$ cat config.mk
export PLATFORM = sky130hd
export DESIGN_NAME = mfc_align_det
export DESIGN_NICKNAME = d
export VERILOG_FILES = /design/src/rtl/mfc_pkg.sv /design/src/rtl/mfc_align_det.sv
export SDC_FILE = /design/constraint.sdc
export NUM_CORES = 1
export LEC_CHECK = 0
export BUFFER_PORTS_ARGS = -buffer_cell sky130_fd_sc_hd__buf_2
export CAP_MARGIN = 10
export CORE_AREA = 2 2 39 41
export DETAILED_ROUTE_END_ITERATION = 6
export DIE_AREA = 0 0 41 43
export PLACE_DENSITY = 0.36
export SLEW_MARGIN = 20
export SYNTH_ARGS = -nofsm -noshare
export SYNTH_HDL_FRONTEND = slang
export SYNTH_SLANG_ARGS = --single-unit
$ cat constraint.sdc
create_clock -name vclk -period 2.1
set_input_delay 0.315 -clock vclk [all_inputs]
set_output_delay 0.315 -clock vclk [all_outputs]
set_load 0.02 [all_outputs]
$ cat src/rtl/mfc_pkg.sv
package mfc_pkg;
  localparam int SYN_W   = 12;
  localparam int CAUSE_W = 5;
  localparam int REG_W   = 5;

  typedef enum logic [CAUSE_W-1:0] {
    CAUSE_NONE    = 5'd0,
    CAUSE_UNALIGN = 5'd1,
    CAUSE_IBUS    = 5'd2,
    CAUSE_DBUS    = 5'd4,
    CAUSE_STACK   = 5'd7
  } cause_e;

  typedef enum logic [1:0] {
    SZ_BYTE = 2'b00,
    SZ_HALF = 2'b01,
    SZ_WORD = 2'b10,
    SZ_RSVD = 2'b11
  } size_e;

  typedef struct packed {
    logic             hit;    // fault recorded
    logic             raise;  // exception requested
    logic [SYN_W-1:0] syn;
  } fault_t;

  function automatic logic [1:0] size_mask(input logic [1:0] sz);
    case (sz)
      SZ_BYTE: size_mask = 2'b00;
      SZ_HALF: size_mask = 2'b01;
      default: size_mask = 2'b11;
    endcase
  endfunction

  function automatic logic [SYN_W-1:0] plain_syn(input cause_e c);
    plain_syn = {{(SYN_W-CAUSE_W){1'b0}}, c};
  endfunction
endpackage

$ cat src/rtl/mfc_align_det.sv
module mfc_align_det
  import mfc_pkg::*;
(
  input  logic             valid,
  input  logic [1:0]       addr_lo,
  input  logic [1:0]       size,
  input  logic             wr,
  input  logic [REG_W-1:0] rnum,
  input  logic             ee,
  output fault_t           flt
);
  logic [1:0] mask;
  logic       is_word;
  logic       misal;

  always_comb begin
    mask    = size_mask(size);
    is_word = (mask == 2'b11);
    misal   = valid && ((addr_lo & mask) != 2'b00);
    flt.hit   = misal;
    flt.raise = misal && ee;
    flt.syn   = '0;
    if (misal) begin
      flt.syn[CAUSE_W-1:0]             = CAUSE_UNALIGN;
      flt.syn[CAUSE_W+REG_W-1:CAUSE_W] = rnum;
      flt.syn[10]                      = wr;
      flt.syn[11]                      = is_word;
    end
  end
endmodule

Word level (Yosys, flattened, before mapping)
Index checks and enable logic that the tools add are counted.
{"block": "totals", "regBits": 0, "inputBits": 12, "wordCells": 9}
{"block": "op_classes", "eq_ne": 2, "muxes": 2, "bitwise": 1, "n_reduce_logical": 4}
{"operator": "12-bit two-way mux", "n": 1}
{"operator": "2-bit one-hot mux with 2 select lines", "n": 1}
{"operator": "2-bit AND", "n": 1}
{"operator": "2-bit by 1-bit equality test with 1-bit output, second input constant", "n": 1}
{"operator": "2-bit equality test, second input constant", "n": 1}
{"operator": "1-bit logical AND", "n": 2}
{"operator": "2-bit zero test", "n": 1}
{"operator": "2-bit nonzero test", "n": 1}

Depth between registers and ports, before layout
{"block": "logic_depth", "depth_word": 6, "depth_mapped": 3}

Least setup slack after synthesis
Ideal clock, no wire load.
{"block": "synth_timing", "path_kind": "input port to output port", "from": "in addr_lo[1]", "to": "out flt[0] in the netlist's numbering", "arrival_time_ns": 0.823, "t_required_ns": 1.785, "setup_slack_ns": 0.962, "stages": 3, "n_path_buf": 1, "cell_sequence": "o211ai_4 nand2_1 buf_4"}
{"item": "from (decl)", "line_no": "mfc_align_det.sv:5", "text": "input logic [1:0] addr_lo,"}
{"item": "to (decl)", "line_no": "mfc_align_det.sv:10", "text": "output fault_t flt"}

==> impl_results.html <==
<table>
<tr><th>Metric</th><th>Value</th></tr>
<tr><th colspan="2">Yosys</th></tr>
<tr><td>Share of the synthesized area in the top cell type</td><td>a little under 30%</td></tr>
<tr><td>Total of warnings raised by yosys</td><td>0</td></tr>
<tr><td>Top post-synthesis cells by count</td><td>6 x a21boi_1, 6 x buf_4</td></tr>
<tr><td>Count of distinct cell types in the synthesized netlist</td><td>8</td></tr>
<tr><td>Syn Inst Count</td><td>18</td></tr>
<tr><td>Syn Area/Cell</td><td>about 8.4 um^2</td></tr>
<tr><td>Post-synthesis instance area</td><td>roughly 150 um^2</td></tr>
<tr><td>Leading cell types by total area after synthesis</td><td>a21boi_1 30%, buf_4 30%, o211ai_4 14%</td></tr>
<tr><td>Library cell with the largest summed area after synthesis</td><td>a21boi_1</td></tr>
<tr><td>Post-synthesis sequential area ratio</td><td>0%</td></tr>
<tr><th colspan="2">Placement</th></tr>
<tr><td>Placed Instance Area</td><td>approximately 250 um^2</td></tr>
<tr><td>Number of I/O port buffers</td><td>22</td></tr>
<tr><td>Routability Congestion</td><td>0.6566</td></tr>
<tr><td>Setup WS pre-CTS</td><td>764.8 ps</td></tr>
<tr><th colspan="2">Die</th></tr>
<tr><td>Rows</td><td>14</td></tr>
<tr><td>Die Y</td><td>43 um</td></tr>
<tr><td>Horizontal die dimension</td><td>roughly 41 um</td></tr>
<tr><td>Boundary Pins</td><td>26</td></tr>
<tr><td>Starting Density</td><td>around 11%</td></tr>
<tr><td>Placeable core region</td><td>around 0.0014 mm^2</td></tr>
<tr><td>Floorplan die area</td><td>around 0.0018 mm^2</td></tr>
<tr><th colspan="2">Power</th></tr>
<tr><td>Share of total power in combinational logic</td><td>100.0%</td></tr>
<tr><td>Maximum resistive drop on vdd</td><td>60.50 uV</td></tr>
<tr><td>Switching share of total power</td><td>63.11%</td></tr>
<tr><td>Static leakage power</td><td>roughly 0.15 nW</td></tr>
<tr><td>Fraction of power consumed by the clock network</td><td>0%</td></tr>
<tr><td>P_int</td><td>around 22 uW</td></tr>
<tr><td>Psw</td><td>roughly 38 uW</td></tr>
<tr><td>Power density over cell area</td><td>~240 mW/mm^2</td></tr>
<tr><td>Power share of the sequential group</td><td>0%</td></tr>
<tr><th colspan="2">Setup path</th></tr>
<tr><td>Class of the most critical setup path</td><td>in2out</td></tr>
<tr><td>Critical path required time</td><td>~1800 ps</td></tr>
<tr><td>Critical Path Fanout Max</td><td>9</td></tr>
<tr><td>Nature of the critical path startpoint</td><td>input port</td></tr>
<tr><td>Sort of element at the end of the critical path</td><td>primary output</td></tr>
<tr><td>Critical path data arrival time</td><td>~1000 ps</td></tr>
<tr><th colspan="2">STA</th></tr>
<tr><td>Post-route minimum period</td><td>1334 ps</td></tr>
<tr><td>Pins Over Slew Limit</td><td>0</td></tr>
<tr><td>Worst hold slack across all endpoints</td><td>985.8 ps</td></tr>
<tr><td>Final sum of negative setup slack</td><td>0 ps</td></tr>
<tr><td>Setup Viol. Count Final</td><td>0</td></tr>
<tr><td>Upper clock frequency limit</td><td>approximately 750 MHz</td></tr>
<tr><td>Unrepaired setup endpoints after global routing</td><td>false</td></tr>
<tr><td>Final Cycle Share</td><td>between 60% and 70%</td></tr>
<tr><td>Final Hold Vio Count</td><td>0</td></tr>
<tr><td>Worst setup slack after layout</td><td>about 770 ps</td></tr>
<tr><th colspan="2">Drt</th></tr>
<tr><td>Remaining number of nets flagged by the antenna check after routing</td><td>0</td></tr>
<tr><td>Count of unresolved DRC violations after routing</td><td>0</td></tr>
<tr><td>WL per Instance</td><td>between 9 and 10 um</td></tr>
<tr><td>Via count</td><td>179</td></tr>
<tr><td>First DRT Iteration DRCs</td><td>2</td></tr>
<tr><td>Final wirelength</td><td>roughly 480 um</td></tr>
<tr><td>Detailed-routing iteration count for the pre-antenna-repair pass</td><td>4</td></tr>
<tr><td>Number of vias per cell</td><td>3.377</td></tr>
<tr><th colspan="2">Layout</th></tr>
<tr><td>Fraction of final layout cells with drive strength greater than 1</td><td>slightly below 70%</td></tr>
<tr><td>Number of antenna cells inserted</td><td>0</td></tr>
<tr><td>Post-layout net count</td><td>a little over 50</td></tr>
<tr><td>Seq cells</td><td>0</td></tr>
<tr><td>Area of all placed cells without fillers</td><td>around 250 um^2</td></tr>
<tr><td>Final core utilization</td><td>between 10% and 20%</td></tr>
<tr><td>Post-synthesis to final-layout area growth</td><td>63.64%</td></tr>
<tr><td>Clk_buf instances</td><td>0</td></tr>
<tr><td>Storage cell area</td><td>0 um^2</td></tr>
<tr><th colspan="2">Clock network</th></tr>
<tr><td>Post-cts resize count</td><td>0</td></tr>
<tr><td>Post-CTS setup buffer count</td><td>0</td></tr>
<tr><td>Hold-fix buffers at CTS</td><td>0</td></tr>
<tr><th colspan="2">GRT</th></tr>
<tr><td>Overflow left after global routing</td><td>0</td></tr>
<tr><td>Number of global-route vias before repair</td><td>~150</td></tr>
<tr><td>Initial antenna violation count</td><td>0</td></tr>
<tr><td>Overall global routing resource usage</td><td>under 10%</td></tr>
<tr><td>First-pass GRT wire length</td><td>around 660 um</td></tr>
<tr><td>Largest net degree at the start of global routing</td><td>10</td></tr>
<tr><th colspan="2">Hold path</th></tr>
<tr><td>Worst hold path type</td><td>in2out</td></tr>
<tr><th colspan="2">Outcome</th></tr>
<tr><td>Status</td><td>complete, no violations</td></tr>
<tr><th colspan="2">Run</th></tr>
<tr><td>Number of maximum-capacitance violations</td><td>0</td></tr>
</table>
metrics by stage:
stage | cells | power [mW]
2_1_floorplan | 21 | 0.04373
3_3_place_gp | 53 | 0.06117
3_5_place_dp | 53 | 0.06071
4_1_cts | 53 | 0.06072
5_1_grt | 53 | 0.06476
6_report | 53 | 0.06013
metal layers:
metal	share of wire, %	global-route usage (%)	vias up
met4	0	0	0
met1	40	7.643	75
met3	12	1.047	0
met2	48	7.500	13
li1	-	-	91
met5	0	0	-
path summary, 6_finish.rpt:
| kind | endpoint | slack [ps] | cells after the start | from |
|---|---|---|---|---|
| worst max-delay path | flt[13] | 770 | 4 | addr_lo[0] |
| worst min-delay path | flt[9] | 990 | 3 | rnum[4] |
logic make-up (layout without fill, tap and decap cells):
group           count (synthesis)  count (layout)  synth area share, %
other cells                     1               4                2.477
simple gates                    2               2                14.05
buf+inv                         7              23                32.23
compound gates                  8               8                51.24
power by group through the flow:
stage | sequential, mW | clock (mW) | combinational (mW)
6_report | 0 | 0 | 0.0601
5_1_grt | 0 | 0 | 0.0648
4_1_cts | 0 | 0 | 0.0607
3_5_place_dp | 0 | 0 | 0.0607
3_3_place_gp | 0 | 0 | 0.0612
2_1_floorplan | 0 | 0 | 0.0437
critical path: stages:
cell and delay [ps]:
buf_2 130, o211ai_4 270, nand2_1 120, buf_2 180
area by class of cell:
cell class	instances	area (um^2)
Fill cell	163	1136
Timing Repair Buffer	22	110.1
Multi-Input combinational cell	14	113.9
Inverter	1	3.754
Tap cell	16	20.02
cell usage in the layout (no fill, tap or decap):
master    instances
nand3_4           1
inv_1             1
conb_1            4
o211ai_4          1
buf_2            22
a21boi_1          6
nand2_1           1
a21boi_2          1
Note: power is estimated with default switching activity, not from simulation.
